<file path="src/rtl/swp_pkg.sv">
package swp_pkg;
  localparam int BYTE_W = 8;
  localparam int ADDR_W = 7;
  localparam int IDX_W  = 7;

  typedef enum logic [2:0] {
    ST_IDLE = 3'd0,
    ST_ADDR = 3'd1,
    ST_PTR  = 3'd2,
    ST_DATA = 3'd3,
    ST_SKIP = 3'd4
  } rx_state_t;
endpackage

</file>
<file path="src/rtl/swp_pin_sync.sv">
// Multi-stage synchroniser for a group of asynchronous pins, with one extra
// delayed copy for edge detection.
module swp_pin_sync #(
  parameter int              NPIN    = 3,
  parameter int              NSTG    = 2,
  parameter logic [NPIN-1:0] RST_VAL = '0
) (
  input  logic            clk,
  input  logic            rst_n,
  input  logic [NPIN-1:0] pins_in,
  output logic [NPIN-1:0] pins_s,
  output logic [NPIN-1:0] pins_q
);
  genvar p;
  generate
    for (p = 0; p < NPIN; p++) begin : g_pin
      logic [NSTG-1:0] chain;
      logic            dly;
      always_ff @(posedge clk or negedge rst_n) begin
        if (!rst_n) begin
          chain <= {NSTG{RST_VAL[p]}};
          dly   <= RST_VAL[p];
        end else begin
          chain <= {chain[NSTG-2:0], pins_in[p]};
          dly   <= chain[NSTG-1];
        end
      end
      assign pins_s[p] = chain[NSTG-1];
      assign pins_q[p] = dly;
    end
  endgenerate
endmodule

</file>
<file path="src/rtl/swp_byte_rx.sv">
// Assembles serial bits, MSB first, into bytes.
module swp_byte_rx #(
  parameter int W = 8
) (
  input  logic         clk,
  input  logic         rst_n,
  input  logic         clr,
  input  logic         bit_stb,
  input  logic         bit_val,
  output logic         byte_done,
  output logic [W-1:0] byte_val
);
  localparam int CW = $clog2(W);

  logic [W-2:0] sh;
  logic [CW-1:0] cnt;

  always_ff @(posedge clk or negedge rst_n) begin
    if (!rst_n) begin
      sh  <= '0;
      cnt <= '0;
    end else if (clr) begin
      cnt <= '0;
    end else if (bit_stb) begin
      sh  <= {sh[W-3:0], bit_val};
      cnt <= (cnt == CW'(W - 1)) ? '0 : cnt + 1'b1;
    end
  end

  assign byte_done = bit_stb && (cnt == CW'(W - 1));
  assign byte_val  = {sh, bit_val};
endmodule

</file>
<file path="src/rtl/swp_frame_ctrl.sv">
// Frame sequencer: address/direction, pointer, data bytes, silent state.
module swp_frame_ctrl
  import swp_pkg::*;
#(
  parameter int NMATCH = 3
) (
  input  logic                          clk,
  input  logic                          rst_n,
  input  logic                          cs_start,
  input  logic                          cs_end,
  input  logic                          byte_done,
  input  logic [BYTE_W-1:0]             byte_val,
  input  logic [NMATCH-1:0][ADDR_W-1:0] match_addr,
  output rx_state_t                     state,
  output logic                          incr,
  output logic                          wr_stb,
  output logic [IDX_W-1:0]              wr_idx,
  output logic [BYTE_W-1:0]             wr_data
);
  rx_state_t        nxt;
  logic             incr_n;
  logic [IDX_W-1:0] idx_q, idx_n;
  logic [NMATCH-1:0] hit_vec;

  genvar m;
  generate
    for (m = 0; m < NMATCH; m++) begin : g_match
      assign hit_vec[m] = (byte_val[BYTE_W-1:1] == match_addr[m]);
    end
  endgenerate

  always_comb begin
    nxt     = state;
    incr_n  = incr;
    idx_n   = idx_q;
    wr_stb  = 1'b0;
    wr_idx  = idx_q;
    wr_data = byte_val;
    unique case (state)
      ST_IDLE: if (cs_start) nxt = ST_ADDR;
      ST_ADDR: if (byte_done) begin
        if ((|hit_vec) && !byte_val[0]) nxt = ST_PTR;
        else                            nxt = ST_SKIP;
      end
      ST_PTR: if (byte_done) begin
        incr_n = byte_val[BYTE_W-1];
        idx_n  = byte_val[IDX_W-1:0];
        nxt    = ST_DATA;
      end
      ST_DATA: if (byte_done) begin
        wr_stb = 1'b1;
        if (incr) idx_n = idx_q + 1'b1;
      end
      ST_SKIP: nxt = ST_SKIP;
      default: nxt = ST_IDLE;
    endcase
    if (cs_end) nxt = ST_IDLE;
  end

  always_ff @(posedge clk or negedge rst_n) begin
    if (!rst_n) begin
      state <= ST_IDLE;
      incr  <= 1'b0;
      idx_q <= '0;
    end else begin
      state <= nxt;
      incr  <= incr_n;
      idx_q <= idx_n;
    end
  end
endmodule

</file>
<file path="src/rtl/swp_regfile.sv">
// Byte register bank with three address registers and a registered strobe.
module swp_regfile
  import swp_pkg::*;
#(
  parameter int              NREG    = 32,
  parameter int              IDX_IND = 27,
  parameter int              IDX_G1  = 26,
  parameter int              IDX_G2  = 25,
  parameter logic [ADDR_W-1:0] RST_IND = 7'h40,
  parameter logic [ADDR_W-1:0] RST_G1  = 7'h7E,
  parameter logic [ADDR_W-1:0] RST_G2  = 7'h7D
) (
  input  logic                     clk,
  input  logic                     rst_n,
  input  logic                     wr_stb,
  input  logic [IDX_W-1:0]         wr_idx_i,
  input  logic [BYTE_W-1:0]        wr_data_i,
  output logic [NREG*BYTE_W-1:0]   reg_bank,
  output logic [2:0][ADDR_W-1:0]   match_addr,
  output logic                     wr_valid,
  output logic [IDX_W-1:0]         wr_idx,
  output logic [BYTE_W-1:0]        wr_data
);
  function automatic logic [BYTE_W-1:0] rst_of(input int i);
    if (i == IDX_IND) return {1'b0, RST_IND};
    if (i == IDX_G1)  return {1'b0, RST_G1};
    if (i == IDX_G2)  return {1'b0, RST_G2};
    return '0;
  endfunction

  genvar r;
  generate
    for (r = 0; r < NREG; r++) begin : g_reg
      localparam logic [BYTE_W-1:0] RV = rst_of(r);
      always_ff @(posedge clk or negedge rst_n) begin
        if (!rst_n)
          reg_bank[r*BYTE_W +: BYTE_W] <= RV;
        else if (wr_stb && (wr_idx_i == IDX_W'(r)))
          reg_bank[r*BYTE_W +: BYTE_W] <= wr_data_i;
      end
    end
  endgenerate

  assign match_addr[0] = reg_bank[IDX_IND*BYTE_W +: ADDR_W];
  assign match_addr[1] = reg_bank[IDX_G1*BYTE_W  +: ADDR_W];
  assign match_addr[2] = reg_bank[IDX_G2*BYTE_W  +: ADDR_W];

  always_ff @(posedge clk or negedge rst_n) begin
    if (!rst_n) begin
      wr_valid <= 1'b0;
      wr_idx   <= '0;
      wr_data  <= '0;
    end else begin
      wr_valid <= wr_stb;
      if (wr_stb) begin
        wr_idx  <= wr_idx_i;
        wr_data <= wr_data_i;
      end
    end
  end
endmodule

</file>
<file path="src/rtl/spi_regwrite_port.sv">
module spi_regwrite_port
  import swp_pkg::*;
#(
  parameter int NREG    = 32,
  parameter int SYNC_ST = 2
) (
  input  logic                   clk,
  input  logic                   rst_n,
  input  logic                   spi_cs_n,
  input  logic                   spi_sclk,
  input  logic                   spi_mosi,
  output logic                   wr_valid,
  output logic [6:0]             wr_idx,
  output logic [7:0]             wr_data,
  output logic [NREG*8-1:0]      reg_bank
);
  localparam int PIN_CS = 2;
  localparam int PIN_CK = 1;
  localparam int PIN_DI = 0;

  logic [2:0] pins_s, pins_q;
  logic cs_start, cs_end, bit_stb, clr;
  logic byte_done;
  logic [BYTE_W-1:0] byte_val;
  logic [2:0][ADDR_W-1:0] match_addr;
  rx_state_t st;
  logic incr, c_wr_stb;
  logic [IDX_W-1:0] c_wr_idx;
  logic [BYTE_W-1:0] c_wr_data;

  swp_pin_sync #(.NPIN(3), .NSTG(SYNC_ST), .RST_VAL(3'b100)) u_sync (
    .clk(clk), .rst_n(rst_n),
    .pins_in({spi_cs_n, spi_sclk, spi_mosi}),
    .pins_s(pins_s), .pins_q(pins_q)
  );

  assign cs_start = !pins_s[PIN_CS] &&  pins_q[PIN_CS];
  assign cs_end   =  pins_s[PIN_CS] && !pins_q[PIN_CS];
  assign bit_stb  = pins_s[PIN_CK] && !pins_q[PIN_CK] && !pins_q[PIN_CS];
  assign clr      = cs_start || cs_end;

  swp_byte_rx #(.W(BYTE_W)) u_rx (
    .clk(clk), .rst_n(rst_n), .clr(clr),
    .bit_stb(bit_stb), .bit_val(pins_s[PIN_DI]),
    .byte_done(byte_done), .byte_val(byte_val)
  );

  swp_frame_ctrl #(.NMATCH(3)) u_ctrl (
    .clk(clk), .rst_n(rst_n),
    .cs_start(cs_start), .cs_end(cs_end),
    .byte_done(byte_done), .byte_val(byte_val),
    .match_addr(match_addr),
    .state(st), .incr(incr),
    .wr_stb(c_wr_stb), .wr_idx(c_wr_idx), .wr_data(c_wr_data)
  );

  swp_regfile #(.NREG(NREG)) u_regs (
    .clk(clk), .rst_n(rst_n),
    .wr_stb(c_wr_stb), .wr_idx_i(c_wr_idx), .wr_data_i(c_wr_data),
    .reg_bank(reg_bank), .match_addr(match_addr),
    .wr_valid(wr_valid), .wr_idx(wr_idx), .wr_data(wr_data)
  );
endmodule

</file>
<file path="config.mk">
export PLATFORM = sky130hd
export DESIGN_NAME = spi_regwrite_port
export DESIGN_NICKNAME = d
export VERILOG_FILES = /design/src/rtl/swp_pkg.sv /design/src/rtl/swp_pin_sync.sv /design/src/rtl/swp_byte_rx.sv /design/src/rtl/swp_frame_ctrl.sv /design/src/rtl/swp_regfile.sv /design/src/rtl/spi_regwrite_port.sv
export SDC_FILE = /design/constraint.sdc
export NUM_CORES = 1
export LEC_CHECK = 0
export BUFFER_PORTS_ARGS = -buffer_cell sky130_fd_sc_hd__buf_4
export CAP_MARGIN = 10
export CORE_ASPECT_RATIO = 0.5
export CORE_UTILIZATION = 45
export DETAILED_ROUTE_END_ITERATION = 8
export PLACE_DENSITY = 0.76
export SYNTH_ARGS = -nofsm -noshare
export SYNTH_HDL_FRONTEND = slang
export SYNTH_SLANG_ARGS = --single-unit
</file>
<file path="constraint.sdc">
create_clock -name clk -period 2.8 [get_ports clk]
set_input_delay 0.14 -clock clk [delete_from_list [all_inputs] [get_ports clk]]
set_output_delay 0.14 -clock clk [all_outputs]
set_load 0.03 [all_outputs]
</file>
==> impl_metrics.ini <==
[critical_path]
cp_slowest_cell = nand2_1
critPathMaxStageDelay_ns = 0.42
crit_family = simple AND/OR/NAND/NOR gates
cp-end-kind = flop
arrival_ns = 2.90
worstPathMaxFanout = 8
path_cells = ha_1 -> ha_1 -> nand4bb_1 -> nor2_1 -> nand2_1 -> buf_4 -> nor2_4 -> mux2_2
r2r-end = u_regs.reg_bank[42]
ff2ff_path_depth = 8
path_class = flop to flop
startpoint_type = flop
required_ns = 3.22
worstPathBufferInverterCount = 1
cpMostUsedCell = ha_1
ff2ff_setup_slack_ns = 0.32
r2r-start = u_rx.cnt[0]

[sta]
setup_viol = 0
worst_hold_slack_ns = 0.1881
period_share_pct = 88.54
final.setup.tns_ns = 0
fmax_mhz = 403.4
worst_pin_slew_ns = 0.7662
rsz0062_at_grt = false
max_slew_margin_pct = 48.92
min_period_ns = 2.479
skew_ns = 0.009193
slew_viol_final = 0
hold_viol = 0
finalWorstSetupSlack_ns = 0.3210

[logic_synthesis]
ys.flop_type = dfrtp_1
syn_area_um2 = 12040
ys_ff_latch = 301
synth_cell_types = 44
post-synth-top-area-fraction_pct = 59.26
synth_fp_nets = 794
ys_warn_count = 0
netlist_instances = 782
synth_edf_count = 0
seq_area_frac_synth_pct = 62.75
synth_top_cell_by_area = dfrtp_1
syn_area_per_cell_um2 = 15.39
synthArstFlopShare_pct = 100.0
yosys-top-cells-area = dfrtp_1, mux2_2, dfstp_2, nor2_4, clkbuf_1

[drt]
via_per_inst = 5.278
drt-total-wl_mm = 31.43
wl_per_cell_um = 21.98
drc = 0
vias = 7548
drt-initial-drc-count = 425
drt_pass1_iterations = 4
ant_nets = 0

[power_and_ir_drop]
combPwrFrac_pct = 7.0
seqPwrFrac_pct = 51.2
ir_drop_uv = 378.5
pwr-share-clk_pct = 41.8
leakagePower_nw = 8.123
power_density_nw_per_um2 = 588.9
intPower_mw = 6.788
switchingPower_mw = 2.345
sw_frac_of_total_pct = 25.68

[cells_and_area]
fin_nets = 1079
n_antenna_cell = 0
multi_input_area_um2 = 4290
syn2layout_area_growth_pct = 28.85
seqCellArea_um2 = 7559
fill_cells = 1954
drive_gt1_share_pct = 62.43

[floorplan]
initial_utilization_pct = 46.83
die_y_um = 117.6
coreArea_um2 = 25700
die-area_um2 = 27440
fp.dieW_um = 233.3
rows = 41
ios = 277

[status]
outcome = completed

[placement]
hpwl_mm = 21.61
port_buffers = 276
gp_congestion = 0.8146
pre_cts_ws_ns = 0.3501

[global_route]
grt_pass1_wl_mm = 48.96
antenna_found_initial = 0
grt_max_degree = 87
grt_remaining_overflow = 0
grt_pass1_vias = 7950
grt.total_usage_pct = 23.34

[flow_run]
drv_cap = 0

[clock_tree]
cts_buffer_depth = 3
clkSinkCount = 301
cts_resized = 0
cts_tree = built
cts_made_buffers = 27
clk_pin_slew_ns = 0.07
worstSkewPairLatency_ns = 0.54
cts_root_buffer = clkbuf_16
ctsHtreeMaxLevel = 1

[worst_hold_path]
hp-class = input port to asynchronous set/reset pin
[cells by family (layout without fill, tap and decap cells)]
| group | after synthesis | in the layout | synth area share [%] |
|---|---|---|---|
| adder cells (fa/ha/maj) | 7 | 7 | 0.7277 |
| buffers and inverters | 49 | 353 | 1.601 |
| AND/OR/NAND/NOR | 96 | 96 | 5.822 |
| flip-flops | 301 | 301 | 62.75 |
| XOR/XNOR | 21 | 21 | 1.528 |
| multiplexers | 281 | 281 | 26.25 |
| AO/OA/AOI/OAI | 27 | 27 | 1.320 |
[timing repair]
action                    4_1_cts  5_1_grt
buffers inserted                0        0
hold endpoints to repair       82        0
hold buffers                    4        0
[sequential cells by signal, indices dropped and copies added, names as in the netlist]
| signal | cells |
|---|---|
| u_ctrl.incr | 1 |
| u_ctrl.state | 3 |
| u_ctrl.wr_idx | 7 |
| u_regs.match_addr | 21 |
| u_regs.reg_bank | 235 |
| u_regs.wr_data | 8 |
| u_regs.wr_idx | 7 |
| u_regs.wr_valid | 1 |
| u_rx.cnt | 3 |
| u_rx.sh | 7 |
| u_sync.g_pin.chain | 6 |
| u_sync.g_pin.dly | 2 |
[power by group through the flow]
stage	registers [mW]	logic (mW)	clock network, mW
after floorplan	4.51	0.433	0
final	4.68	0.636	3.82
after detailed placement	4.76	0.631	0
after global placement	4.76	0.617	0
after global routing	4.69	0.692	4.07
after CTS	4.68	0.636	3.89
[cell usage in the layout (no fill, tap or decap), drive strengths merged, types with 2 or more instances in the layout]
| cell type | count |
|---|---|
| bufinv | 3 |
| a31oi | 4 |
| a21o | 2 |
| dfrtp | 285 |
| xor2 | 12 |
| and3 | 2 |
| clkbuf | 38 |
| a21oi | 5 |
| nor2b | 3 |
| mux2 | 277 |
| inv | 5 |
| nand4 | 3 |
| dfstp | 16 |
| clkinv | 7 |
| nor4b | 2 |
| nand3b | 2 |
| buf | 296 |
| xnor2 | 9 |
| nand3 | 3 |
| nor3 | 4 |
| nand2 | 22 |
| nor2 | 40 |
| ha | 7 |
| mux2i | 4 |
| dlygate4sd3 | 4 |
| o21ai | 12 |
| nor4 | 6 |
[synthesized netlist by cell type (4+ instances only)]
master and count:
mux2_2 277, nand2_2 4, a31oi_1 4, nand2_1 15
a21oi_1 5, dfrtp_1 285, nor3_1 4, xnor2_1 9
ha_1 7, nor2_2 13, o21ai_0 12, mux2i_1 4
buf_2 7, dfstp_2 16, clkbuf_1 37, inv_1 5
xor2_1 12, nor4_1 4, nor2_1 12, nor2_4 15
[metrics by stage]
step	util (%)	cell area, um2	total power [mW]	instances
6_report	60.34	15510	9.133	1430
5_1_grt	60.34	15510	9.452	1430
4_1_cts	60.34	15510	9.203	1430
3_5_place_dp	56.67	14570	5.391	1378
3_3_place_gp	56.67	14570	5.375	1378
2_1_floorplan	-	12040	4.939	782
[layout make-up]
class,instances,area share [%]
Tap cell,344,2.776
Sequential cell,301,48.74
Inverter,5,0.1210
Clock buffer,38,5.010
Multi-Input combinational cell,432,27.67
Clock inverter,10,0.8068
Timing Repair Buffer,300,14.88
[worst max-delay path by stage]
stage	startpoint	endpoint	slack (ns)	depth (start not counted)
5_1_grt	u_rx.cnt[0]	u_regs.reg_bank[180]	0.15	7
3_3_place_gp	u_rx.cnt[0]	u_regs.reg_bank[40]	0.39	8
6_report	u_rx.cnt[0]	u_regs.reg_bank[42]	0.32	8
3_5_place_dp	u_rx.cnt[0]	u_regs.reg_bank[42]	0.35	8
4_1_cts	u_rx.cnt[0]	u_regs.reg_bank[42]	0.32	8
2_1_floorplan	u_rx.cnt[0]	u_regs.reg_bank[224]	0.65	7
[layer usage]
metal	global-route usage, %	routed length, um
met3	5.233	1667
met4	5.433	735
met1	31.05	13440
met5	0	0
met2	38.89	15590
(Power assumes the default switching activity.)
